### config.mk
export PLATFORM = sky130hd
export DESIGN_NAME = dsi_vid_timing
export DESIGN_NICKNAME = d
export VERILOG_FILES = /design/src/rtl/dvt_pkg.sv /design/src/rtl/dvt_act_len.sv /design/src/rtl/dvt_shadow.sv /design/src/rtl/dvt_seg_ctr.sv /design/src/rtl/dsi_vid_timing.sv
export SDC_FILE = /design/constraint.sdc
export NUM_CORES = 1
export LEC_CHECK = 0
export BUFFER_PORTS_ARGS = -buffer_cell sky130_fd_sc_hd__clkbuf_2
export CELL_PAD_IN_SITES_DETAIL_PLACEMENT = 0
export CELL_PAD_IN_SITES_GLOBAL_PLACEMENT = 1
export CORE_MARGIN = 2
export CORE_UTILIZATION = 52
export CTS_BUF_LIST = sky130_fd_sc_hd__clkbuf_8
export CTS_CLUSTER_SIZE = 40
export DETAILED_ROUTE_END_ITERATION = 10
export PLACE_DENSITY = 0.93
export SLEW_MARGIN = 30
export SYNTH_ARGS = -nofsm -noshare
export SYNTH_HDL_FRONTEND = slang
export SYNTH_HIERARCHICAL = 1
export SYNTH_SLANG_ARGS = --single-unit
### constraint.sdc
create_clock -name clk -period 20.4 [get_ports clk]
set_input_delay 1.02 -clock clk [delete_from_list [all_inputs] [get_ports clk]]
set_output_delay 1.02 -clock clk [all_outputs]
set_load 0.01 [all_outputs]
### src/rtl/dvt_pkg.sv
`timescale 1ns/1ps
// Shared types for the DSI video timing generator.
package dvt_pkg;
    // Segment a counter is in: sync, back porch, active, front porch (in time order).
    typedef enum logic [1:0] {
        SEG_SYNC  = 2'd0,
        SEG_BACK  = 2'd1,
        SEG_ACT   = 2'd2,
        SEG_FRONT = 2'd3
    } seg_e;

    // Video-mode code that suppresses sync end markers.
    localparam logic [1:0] MODE_SYNC_EVENTS = 2'd1;
endpackage

### src/rtl/dvt_act_len.sv
`timescale 1ns/1ps
// dvt_act_len: converts a pixel packet size into active byte clocks.
// Assumes 3 bytes per pixel; lane codes 0 and 1 mean one lane, 4 and above
// mean four lanes. Result is ceil(3*pkt/lanes). Purely combinational.
module dvt_act_len #(
    parameter int PW = 10,
    parameter int AW = PW + 2
) (
    input  logic [PW-1:0] pkt,
    input  logic [2:0]    lanes,
    output logic [AW-1:0] act
);
    logic [AW:0] bytes3;

    // Byte count, then a ceiling divide by the clamped lane count.
    always_comb begin
        bytes3 = (AW+1)'(pkt) + ((AW+1)'(pkt) << 1);
        case (lanes)
            3'd0, 3'd1: act = bytes3[AW-1:0];
            3'd2:       act = AW'((bytes3 + (AW+1)'(1)) >> 1);
            3'd3:       act = AW'(pkt);
            default:    act = AW'((bytes3 + (AW+1)'(3)) >> 2);
        endcase
    end
endmodule

### src/rtl/dvt_shadow.sv
`timescale 1ns/1ps
// dvt_shadow: holds the configuration for the frame in progress.
// Captures the live inputs while reset is held and whenever load is high
// (the last cycle of a frame), pre-computing segment boundaries so that the
// counters only need comparisons. Assumes load comes from the frame wrap.
module dvt_shadow #(
    parameter int HW      = 12,
    parameter int PW      = 10,
    parameter int VW      = 10,
    parameter int VSA_MAX = 15,
    localparam int AW     = PW + 2,
    localparam int SW     = ((HW > AW) ? HW : AW) + 2,
    localparam int VSW    = VW + 2
) (
    input  logic           clk,
    input  logic           rst_n,
    input  logic           load,
    input  logic [HW-1:0]  in_hsa,
    input  logic [HW-1:0]  in_hbp,
    input  logic [HW-1:0]  in_hline,
    input  logic [AW-1:0]  in_act,
    input  logic [VW-1:0]  in_vsa,
    input  logic [VW-1:0]  in_vbp,
    input  logic [VW-1:0]  in_vact,
    input  logic [VW-1:0]  in_vfp,
    input  logic [2:1]     in_pol,
    input  logic [1:0]     in_mode,
    output logic [SW-1:0]  h_b1,
    output logic [SW-1:0]  h_b2,
    output logic [SW-1:0]  h_b3,
    output logic [SW-1:0]  h_last,
    output logic           h_err,
    output logic [VSW-1:0] v_b1,
    output logic [VSW-1:0] v_b2,
    output logic [VSW-1:0] v_b3,
    output logic [VSW-1:0] v_last,
    output logic [2:1]     pol,
    output logic [1:0]     mode
);
    logic [SW-1:0]  n_b1, n_b2, n_b3, n_len;
    logic           n_err;
    logic [VSW-1:0] n_vsa, n_v2, n_v3, n_vlen;

    // Horizontal boundaries; front porch is whatever the line time leaves.
    always_comb begin
        n_b1  = SW'(in_hsa);
        n_b2  = n_b1 + SW'(in_hbp);
        n_b3  = n_b2 + SW'(in_act);
        n_err = (SW'(in_hline) < n_b3);
        n_len = n_err ? n_b3 : SW'(in_hline);
        if (n_len == '0) n_len = SW'(1);
    end

    // Vertical boundaries with the sync line count capped.
    always_comb begin
        n_vsa  = (VSW'(in_vsa) > VSW'(VSA_MAX)) ? VSW'(VSA_MAX) : VSW'(in_vsa);
        n_v2   = n_vsa + VSW'(in_vbp);
        n_v3   = n_v2 + VSW'(in_vact);
        n_vlen = n_v3 + VSW'(in_vfp);
        if (n_vlen == '0) n_vlen = VSW'(1);
    end

    // Capture register: follows the inputs in reset, then only at frame wrap.
    always_ff @(posedge clk) begin
        if (!rst_n || load) begin
            h_b1   <= n_b1;
            h_b2   <= n_b2;
            h_b3   <= n_b3;
            h_last <= n_len - SW'(1);
            h_err  <= n_err;
            v_b1   <= n_vsa;
            v_b2   <= n_v2;
            v_b3   <= n_v3;
            v_last <= n_vlen - VSW'(1);
            pol    <= in_pol;
            mode   <= in_mode;
        end
    end

    // held configuration changes only on a frame-boundary load.
    p_cfg_hold_r11: assert property (@(posedge clk) disable iff (!rst_n)
        !load |=> ($stable(h_last) && $stable(h_b3) && $stable(v_last)
                   && $stable(v_b1) && $stable(pol) && $stable(mode)));
endmodule

### src/rtl/dvt_seg_ctr.sv
`timescale 1ns/1ps
// dvt_seg_ctr: wrapping position counter with four-segment decode.
// Counts when adv is high, returns to zero after reaching last, and reports
// which segment the position lies in given ascending boundaries b1<=b2<=b3.
// Assumes last only changes in the cycle the counter wraps.
module dvt_seg_ctr #(
    parameter int W = 8
) (
    input  logic          clk,
    input  logic          rst_n,
    input  logic          adv,
    input  logic [W-1:0]  last,
    input  logic [W-1:0]  b1,
    input  logic [W-1:0]  b2,
    input  logic [W-1:0]  b3,
    output logic [W-1:0]  cnt,
    output dvt_pkg::seg_e seg,
    output logic          at_last
);
    assign at_last = (cnt == last);

    // Position register with wrap at the terminal count.
    always_ff @(posedge clk) begin
        if (!rst_n)
            cnt <= '0;
        else if (adv)
            cnt <= at_last ? '0 : cnt + W'(1);
    end

    // Segment decode from the position and the boundaries.
    always_comb begin
        if (cnt < b1)
            seg = dvt_pkg::SEG_SYNC;
        else if (cnt < b2)
            seg = dvt_pkg::SEG_BACK;
        else if (cnt < b3)
            seg = dvt_pkg::SEG_ACT;
        else
            seg = dvt_pkg::SEG_FRONT;
    end

    // the position never exceeds the programmed length.
    p_cnt_in_range_r4: assert property (@(posedge clk) disable iff (!rst_n)
        cnt <= last);
endmodule

### src/rtl/dsi_vid_timing.sv
`timescale 1ns/1ps
// dsi_vid_timing: DSI video-mode frame timing generator.
// One cycle is one lane byte clock. Horizontal segments are in byte clocks,
// the active width derives from the packet size at 3 bytes per pixel, and
// vertical segments are in lines. Configuration is captured in reset and at
// each frame boundary. Assumes the consumer samples the flags every cycle.
module dsi_vid_timing #(
    parameter int HW      = 12,
    parameter int PW      = 10,
    parameter int VW      = 10,
    parameter int VSA_MAX = 15
) (
    input  logic          clk,
    input  logic          rst_n,
    input  logic [HW-1:0] cfg_hsa,
    input  logic [HW-1:0] cfg_hbp,
    input  logic [HW-1:0] cfg_hline,
    input  logic [PW-1:0] cfg_pkt,
    input  logic [2:0]    cfg_lanes,
    input  logic [VW-1:0] cfg_vsa,
    input  logic [VW-1:0] cfg_vbp,
    input  logic [VW-1:0] cfg_vact,
    input  logic [VW-1:0] cfg_vfp,
    input  logic [2:1]    cfg_pol,
    input  logic [1:0]    cfg_mode,
    output logic          hsync,
    output logic          hbp,
    output logic          hact,
    output logic          hfp,
    output logic          vsync,
    output logic          vbp,
    output logic          vact,
    output logic          vfp,
    output logic          hsync_pin,
    output logic          vsync_pin,
    output logic          line_start,
    output logic          frame_start,
    output logic          pkt_req,
    output logic          hs_start,
    output logic          hs_end,
    output logic          vs_start,
    output logic          vs_end,
    output logic          line_err
);
    localparam int AW  = PW + 2;
    localparam int SW  = ((HW > AW) ? HW : AW) + 2;
    localparam int VSW = VW + 2;

    logic [AW-1:0]  act_len;
    logic [SW-1:0]  h_b1, h_b2, h_b3, h_last, h_cnt;
    logic [VSW-1:0] v_b1, v_b2, v_b3, v_last, v_cnt;
    logic [2:1]     pol_q;
    logic [1:0]     mode_q;
    logic           h_at_last, v_at_last, frame_wrap, events_mode;
    dvt_pkg::seg_e  h_seg, v_seg;

    dvt_act_len #(.PW(PW), .AW(AW)) u_act (
        .pkt   (cfg_pkt),
        .lanes (cfg_lanes),
        .act   (act_len)
    );

    dvt_shadow #(.HW(HW), .PW(PW), .VW(VW), .VSA_MAX(VSA_MAX)) u_shadow (
        .clk      (clk),
        .rst_n    (rst_n),
        .load     (frame_wrap),
        .in_hsa   (cfg_hsa),
        .in_hbp   (cfg_hbp),
        .in_hline (cfg_hline),
        .in_act   (act_len),
        .in_vsa   (cfg_vsa),
        .in_vbp   (cfg_vbp),
        .in_vact  (cfg_vact),
        .in_vfp   (cfg_vfp),
        .in_pol   (cfg_pol),
        .in_mode  (cfg_mode),
        .h_b1     (h_b1),
        .h_b2     (h_b2),
        .h_b3     (h_b3),
        .h_last   (h_last),
        .h_err    (line_err),
        .v_b1     (v_b1),
        .v_b2     (v_b2),
        .v_b3     (v_b3),
        .v_last   (v_last),
        .pol      (pol_q),
        .mode     (mode_q)
    );

    dvt_seg_ctr #(.W(SW)) u_hctr (
        .clk     (clk),
        .rst_n   (rst_n),
        .adv     (1'b1),
        .last    (h_last),
        .b1      (h_b1),
        .b2      (h_b2),
        .b3      (h_b3),
        .cnt     (h_cnt),
        .seg     (h_seg),
        .at_last (h_at_last)
    );

    dvt_seg_ctr #(.W(VSW)) u_vctr (
        .clk     (clk),
        .rst_n   (rst_n),
        .adv     (h_at_last),
        .last    (v_last),
        .b1      (v_b1),
        .b2      (v_b2),
        .b3      (v_b3),
        .cnt     (v_cnt),
        .seg     (v_seg),
        .at_last (v_at_last)
    );

    assign frame_wrap  = h_at_last && v_at_last;
    assign events_mode = (mode_q == dvt_pkg::MODE_SYNC_EVENTS);

    // Segment flags from both counters.
    always_comb begin
        hsync = (h_seg == dvt_pkg::SEG_SYNC);
        hbp   = (h_seg == dvt_pkg::SEG_BACK);
        hact  = (h_seg == dvt_pkg::SEG_ACT);
        hfp   = (h_seg == dvt_pkg::SEG_FRONT);
        vsync = (v_seg == dvt_pkg::SEG_SYNC);
        vbp   = (v_seg == dvt_pkg::SEG_BACK);
        vact  = (v_seg == dvt_pkg::SEG_ACT);
        vfp   = (v_seg == dvt_pkg::SEG_FRONT);
    end

    // Strobes, sync edge markers and polarity-adjusted sync levels.
    always_comb begin
        line_start  = (h_cnt == '0);
        frame_start = line_start && (v_cnt == '0);
        pkt_req     = hact && vact && (h_cnt == h_b2);
        hs_start    = hsync && line_start;
        vs_start    = vsync && frame_start;
        hs_end      = hsync && !events_mode && ((h_cnt + SW'(1)) == h_b1);
        vs_end      = vsync && !events_mode && h_at_last
                      && ((v_cnt + VSW'(1)) == v_b1);
        hsync_pin   = hsync ^ pol_q[2];
        vsync_pin   = vsync ^ pol_q[1];
    end

    // a packet is only requested inside both active regions.
    p_pkt_in_active_r8: assert property (@(posedge clk) disable iff (!rst_n)
        pkt_req |-> (hact && vact));

    // a too-short line has no front porch.
    p_no_front_on_err_r4: assert property (@(posedge clk) disable iff (!rst_n)
        line_err |-> !hfp);

    // sync lines stay below the cap.
    p_vsync_cap_r6: assert property (@(posedge clk) disable iff (!rst_n)
        vsync |-> (v_cnt < VSW'(VSA_MAX)));

    // vertical flags only move at a line start.
    p_vseg_line_aligned_r5: assert property (@(posedge clk) disable iff (!rst_n)
        !line_start |-> $stable({vsync, vbp, vact, vfp}));

    // after the last sync cycle the line leaves sync or restarts.
    p_hs_end_leaves_r10: assert property (@(posedge clk) disable iff (!rst_n)
        hs_end |=> (!hsync || line_start));
endmodule

==> results of run 1 <==
[metrics by stage]
stage	area, sq um	total power [mW]	util
2_1_floorplan	12900	0.820	-
3_3_place_gp	13600	0.935	0.562
3_5_place_dp	13600	0.950	0.562
4_1_cts	14000	1.18	0.579
5_1_grt	14000	1.26	0.579
6_report	14000	1.18	0.579
[layout by cell type (no fill, tap or decap), types with 32 or more instances in the layout]
master	count
sky130_fd_sc_hd__nor2_1	100
sky130_fd_sc_hd__a21oi_1	72
sky130_fd_sc_hd__inv_1	137
sky130_fd_sc_hd__clkbuf_2	112
sky130_fd_sc_hd__nand4_1	32
sky130_fd_sc_hd__ha_1	159
sky130_fd_sc_hd__edfxtp_1	103
sky130_fd_sc_hd__xor2_1	41
sky130_fd_sc_hd__xnor2_1	126
sky130_fd_sc_hd__nand3_1	50
sky130_fd_sc_hd__o21ai_0	54
sky130_fd_sc_hd__nand2_1	64
[final timing paths]
kind | slack [ns] | end | from | cells past startpoint
worst min register to register | 0.71 | u_vctr/cnt[11]$_SDFFE_PN0P_ | u_vctr/cnt[11]$_SDFFE_PN0P_ | 2
worst min-delay path | 0.71 | u_vctr/cnt[11]$_SDFFE_PN0P_ | u_vctr/cnt[11]$_SDFFE_PN0P_ | 2
worst max register to register | 17.08 | u_shadow/h_b2[12]$_DFFE_PP_ | u_hctr/cnt[6]$_SDFFE_PN0P_ | 7
worst max-delay path | 12.45 | u_shadow/h_last[8]$_DFFE_PP_ | cfg_pkt[0] | 28
[registers in the layout, summed over array words and instances, names as in the netlist, 10 cells and up]
register	count
u_hctr/cnt	14
u_shadow/h_b1	12
u_shadow/h_b2	13
u_shadow/h_b3	14
u_shadow/h_last	14
u_shadow/v_b1	10
u_shadow/v_b2	11
u_shadow/v_b3	12
u_shadow/v_last	12
u_vctr/cnt	12
[per-layer routing]
| metal | track usage | part of all wire | up-vias |
|---|---|---|---|
| li1 | - | - | 5249 |
| met1 | 0.341 | 0.46 | 5021 |
| met2 | 0.396 | 0.46 | 315 |
| met3 | 0.0356 | 0.063 | 39 |
| met4 | 0.0779 | 0.019 | 0 |
| met5 | 0 | 0 | - |
[layout make-up]
| class | count | area [sq um] | area share |
|---|---|---|---|
| multi-input combinational | 1105 | 8520 | 0.606 |
| sequential | 129 | 3610 | 0.257 |
| timing repair buffer | 116 | 594 | 0.0423 |
| inverter | 135 | 507 | 0.0361 |
| tap | 324 | 405 | 0.0289 |
| clock buffer | 17 | 234 | 0.0167 |
| clock inverter | 15 | 168 | 0.0119 |
| antenna | 3 | 7.51 | 0.000535 |
[where the power goes]
group          switching [mW]  total [mW]  leakage, nW  internal [mW]
Combinational           0.327       0.561         4.65          0.234
Sequential             0.0265       0.390         1.22          0.364
Clock                   0.109       0.229        0.214          0.120
Total                   0.462        1.18         6.08          0.718
[tightest hold or removal path: stages, from the launching register on]
cell	delay (ns)
sky130_fd_sc_hd__dfxtp_1	0.43
sky130_fd_sc_hd__xnor2_1	0.19
sky130_fd_sc_hd__nor2_2	0.06
[cell families after synthesis]
| family | Yosys count | synth area share |
|---|---|---|
| fa+ha+maj | 165 | 0.165 |
| mux | 22 | 0.0190 |
| simple gates | 436 | 0.194 |
| compound gates | 290 | 0.158 |
| buf+inv | 173 | 0.0573 |
| flops | 129 | 0.283 |
| other cells | 2 | 0.000587 |
| xor+xnor | 173 | 0.124 |
==> flow_metrics.py, run 1 <==
metrics = {
    "global_route": {
        "track_usage": 0.245,
        "grt_pass1_vias": 10088,
        "wire_length_of_the_first_global_routing_pass_um": 51100,
        "grt_remaining_overflow": 0,
        "antenna_found_initial": 3,
        "grt_start_max_net_pins": 80,
    },
    "clock_tree": {
        "post-cts-setup-buffers": 0,
        "postCtsResizedCells": 0,
        "ctsLongestPathBuffers": 2,
        "htreeDepth": 4,
        "cts_num_sinks": 129,
        "clk_transition_reported_paths_ns": 0.09,
        "cts_tree": "yes",
        "cts_inserted_buffers": 17,
        "clock_insertion_delay_worst_skew_ns": 0.46,
        "cts-hold-fix-buffers": 0,
        "clock-root-buffer": "sky130_fd_sc_hd__clkbuf_8",
    },
    "sta": {
        "final_critical_path_share_of_the_clock_period": 0.390,
        "finalSetupViolations": 0,
        "timing_hold_violations_final": 0,
        "setup_repair_after_global_routing_missed_its_margin": "no",
        "max_slew_margin": 0.442,
        "timing.final.crit_period_ns": 7.95,
        "postLayoutSetupSlackWorst_ns": 12.45,
        "hold_ws_ns": 0.709,
        "tns_ns": 0,
        "clock.fmax_mhz": 126,
        "slew_viol_final": 0,
        "tightest_slew_ns": 0.836,
        "finClkSkew_ns": 0.0146,
    },
    "logic_synthesis": {
        "synth_sequential_area_ratio": 0.283,
        "ys_ff_latch": 129,
        "synth_top_flop_cell": "sky130_fd_sc_hd__edfxtp_1",
        "post-synth-top-count-cell": "sky130_fd_sc_hd__ha_1",
        "post_synth_num_cell_types": 111,
        "synth_enable_flop_cells": 103,
        "async_reset_ff_frac": 0,
        "mappedNetlistArea_sq_um": 12800,
        "synth.largest_area_cell": "sky130_fd_sc_hd__edfxtp_1",
        "synth_largest_type_area_fraction": 0.242,
        "list_of_most_frequent_post_synthesis_cells": "sky130_fd_sc_hd__ha_1 (159), sky130_fd_sc_hd__inv_1 (134), sky130_fd_sc_hd__xnor2_1 (126)",
        "ys_top_cells_by_area": "sky130_fd_sc_hd__edfxtp_1 (24%), sky130_fd_sc_hd__ha_1 (16%), sky130_fd_sc_hd__xnor2_1 (8.6%)",
        "synth.yosys.warnings": 6,
        "synthesis.area_per_instance_sq_um": 9.20,
        "synthesis.instances": 1390,
    },
    "setup_path": {
        "crit_path_end_kind": "flip-flop",
        "critical_path.max_stage_delay_ns": 0.48,
        "crit_required_ns": 20.60,
        "timing.critical_path.from_type": "primary input",
        "cpLargestDelayFamily": "compound AO/OA/AOI/OAI gates",
        "crit_top_cell": "sky130_fd_sc_hd__ha_1",
        "slowest_stage": "sky130_fd_sc_hd__fa_1",
        "arrival_time_reported_for_the_critical_path_endpoint_ns": 8.16,
        "timing.critical_path.fanout_max": 20,
        "setup.worst_path.class": "primary input to flip-flop",
        "worst-path-buf-inv": 2,
    },
    "floorplanning": {
        "die_y_um": 161,
        "width_of_the_die_um": 161,
        "design.die.area_sq_um": 25900,
        "std_cell_rows": 57,
        "floorplan.initialDensity": 0.528,
        "core_area_sq_um": 24200,
        "io_pins": 113,
    },
    "place": {
        "post_place_setup_slack_ns": 12.02,
        "gp_routability_congestion": 0.882,
        "number_of_i_o_port_buffers": 112,
        "place.detailed.instances": 1809,
        "dpl.hpwl_um": 24600,
    },
    "pwr": {
        "irDropWorstVdd_v": 0.0000451,
        "p_leak_nw": 6.08,
        "powerDensity_nw_per_um2": 84.0,
    },
    "drt": {
        "firstDrtPassIters": 5,
        "drt_drc_violations_left": 0,
        "drt_wl_total_um": 31500,
        "avgViaCountPerCell": 5.76,
        "detail_route.iter0.violations": 752,
        "via_count": 10624,
        "wl_per_cell_um": 17.1,
        "ant_nets": 0,
    },
    "min_path": {
        "min_path_type": "flip-flop to flip-flop",
    },
    "final_layout": {
        "fillerInstances": 2175,
        "drive_gt1_frac": 0.142,
        "num-nets-final": 1764,
        "fin_cells": 1844,
        "syn2layout_area_growth_pct": 9.80,
    },
    "flow_run": {
        "drv.max_cap_violation_count": 0,
    },
    "run_status": {
        "run_status": "completed",
    },
}
No activity file was read; power rests on OpenSTA's default activity.
==> run 2: changes to the inputs <==
- CORE_UTILIZATION: 52 -> 44
- PLACE_DENSITY: 0.93 -> 0.84
- clock period: 20.4 -> 7.06 ns (I/O delays scaled with it)
==> run 2 against run 1 <==
  * Combinational power increased to 3.1 times the previous value
  * Clock skew is 0.00093 ns higher
  * Count of clock-buffer cells in the layout unchanged
  * Clock power rose to 2.8 times the previous value
  * Wire length increased by 3.2%
  * Power rose to 3.0 times the previous value
==> flow_metrics.py, run 2 (synthesis gave the netlist of run 1 again) <==
metrics = {
    "run_status": {
        "run_status": "completed",
    },
    "drt": {
        "ant_nets": 0,
        "drt_wl_total_um": 32600,
        "wl_per_cell_um": 16.9,
        "via_count": 10640,
        "firstDrtPassIters": 5,
        "detail_route.iter0.violations": 859,
        "avgViaCountPerCell": 5.52,
        "drt_drc_violations_left": 0,
    },
    "clock_tree": {
        "cts_num_sinks": 129,
        "cts-hold-fix-buffers": 0,
        "cts_tree": "yes",
        "clk_transition_reported_paths_ns": 0.08,
        "clock-root-buffer": "sky130_fd_sc_hd__clkbuf_8",
        "ctsLongestPathBuffers": 2,
        "clock_insertion_delay_worst_skew_ns": 0.46,
        "cts_inserted_buffers": 17,
        "htreeDepth": 4,
    },
    "floorplanning": {
        "design.die.area_sq_um": 30500,
        "io_pins": 113,
        "die_y_um": 175,
        "std_cell_rows": 62,
        "core_area_sq_um": 28700,
        "width_of_the_die_um": 175,
        "floorplan.initialDensity": 0.446,
    },
    "sta": {
        "slew_viol_final": 0,
        "tns_ns": 0,
        "tightest_slew_ns": 0.880,
        "hold_ws_ns": 0.0746,
        "postLayoutSetupSlackWorst_ns": 0.437,
        "timing.final.crit_period_ns": 6.62,
        "clock.fmax_mhz": 151,
        "timing_hold_violations_final": 0,
        "finalSetupViolations": 0,
        "final_critical_path_share_of_the_clock_period": 0.938,
        "finClkSkew_ns": 0.0155,
        "setup_repair_after_global_routing_missed_its_margin": "no",
        "max_slew_margin": 0.413,
    },
    "setup_path": {
        "crit_required_ns": 7.27,
        "critical_path.startpoint": "cfg_pkt[0]",
        "timing.critical_path.fanout_max": 8,
        "timing.critical_path.from_type": "primary input",
        "r2r_start": "u_hctr/cnt[6]$_SDFFE_PN0P_",
        "arrival_time_reported_for_the_critical_path_endpoint_ns": 6.84,
        "crit_path_end_kind": "flip-flop",
        "slowest_stage": "sky130_fd_sc_hd__fa_1",
        "critical_path.max_stage_delay_ns": 0.49,
        "setup.worst_path.class": "primary input to flip-flop",
        "crit_top_cell": "sky130_fd_sc_hd__ha_1",
    },
    "min_path": {
        "min_path_type": "primary input to flip-flop",
        "startpoint_of_the_most_critical_hold_path": "cfg_mode[1]",
    },
    "final_layout": {
        "syn2layout_area_growth_pct": 11.7,
        "final_cell_area_sq_um": 14300,
        "fin_cells": 1926,
        "biggestRegsByFlops": "u_hctr/cnt: 14 flops, u_shadow/h_b3: 14 flops, u_shadow/h_last: 14 flops",
        "num-nets-final": 1789,
        "layout.cells.most_common": "sky130_fd_sc_hd__ha_1",
        "final_cell_mix": "sky130_fd_sc_hd__ha_1 (159), sky130_fd_sc_hd__inv_1 (134), sky130_fd_sc_hd__xnor2_1 (126), sky130_fd_sc_hd__clkbuf_2 (112), sky130_fd_sc_hd__edfxtp_1 (103)",
        "fin_util": 0.498,
        "drive_gt1_frac": 0.158,
    },
    "place": {
        "dpl.hpwl_um": 25500,
        "place.detailed.instances": 1894,
        "number_of_i_o_port_buffers": 112,
        "dpl-instance-area_sq_um": 13900,
        "post_place_setup_slack_ns": -0.0607,
        "gp_routability_congestion": 0.968,
    },
    "global_route": {
        "wire_length_of_the_first_global_routing_pass_um": 52100,
        "antenna_found_initial": 2,
        "grt_start_max_net_pins": 65,
        "grt_remaining_overflow": 0,
        "grt_pass1_vias": 10065,
        "track_usage": 0.214,
    },
    "pwr": {
        "irDropWorstVdd_v": 0.000102,
        "fin_total_pwr_mw": 3.49,
        "p_leak_nw": 6.18,
        "powerDensity_nw_per_um2": 244,
    },
    "flow_run": {
        "drv.max_cap_violation_count": 0,
    },
}
run 2: cell count changes in the layout (fill, tap and decap cells not counted):
cell,delta
sky130_fd_sc_hd__clkinv_2,-1
sky130_fd_sc_hd__clkinvlp_4,+1
sky130_fd_sc_hd__clkinv_4,+2
sky130_fd_sc_hd__o21a_1,-1
sky130_fd_sc_hd__o21a_2,+1
sky130_fd_sc_hd__bufinv_16,-1
sky130_fd_sc_hd__diode_2,-2
sky130_fd_sc_hd__inv_8,+1
sky130_fd_sc_hd__buf_6,-1
sky130_fd_sc_hd__buf_4,+26
sky130_fd_sc_hd__inv_1,-3
run 2: area by class of cell:
| class | count | area (sq um) |
|---|---|---|
| diodes | 1 | 2.50 |
| clock buffers | 17 | 234 |
| fillers | 2768 | 14400 |
| clock inverters | 14 | 158 |
| inverters | 135 | 507 |
| repair buffers | 141 | 778 |
| flip-flops and latches | 129 | 3610 |
| well taps | 384 | 480 |
| multi-input cells | 1105 | 8520 |
run 2: timing repair:
action / 4_1_cts / 5_1_grt
gates resized for setup: 0 / 1
buffers inserted: 0 / 0
setup endpoints to repair: 0 / 3
run 2: worst max-delay path: cells and delay by family:
kind / cells / cell delay [ns]
xor+xnor: 3 / 0.58
compound gates: 9 / 2.19
fa+ha+maj: 5 / 1.60
mux: 2 / 0.44
buf+inv: 2 / 0.20
simple gates: 8 / 1.46
run 2: path summary, 6_finish.rpt:
check / to / cells past startpoint / slack [ns]
setup reg to reg: u_shadow/h_b2[12]$_DFFE_PP_ / 7 / 3.49
hold reg to reg: u_vctr/cnt[9]$_SDFFE_PN0P_ / 3 / 0.71
hold / removal: u_shadow/mode[1]$_DFFE_PP_ / 1 / 0.07
setup / recovery: u_shadow/h_last[8]$_DFFE_PP_ / 29 / 0.44
run 2: where the power goes:
group | internal (mW) | switching (mW) | total [mW]
logic | 0.739 | 0.981 | 1.72
clock network | 0.317 | 0.325 | 0.643
registers | 1.05 | 0.0756 | 1.13
total | 2.11 | 1.38 | 3.49
run 2: metal layers:
metal / track usage / up-vias / wire length, um
met2: 0.350 / 314 / 14900
li1: - / 5286 / -
met3: 0.0304 / 43 / 1690
met4: 0.0549 / 2 / 478
met1: 0.298 / 4995 / 15500
met5: 0 / - / 13
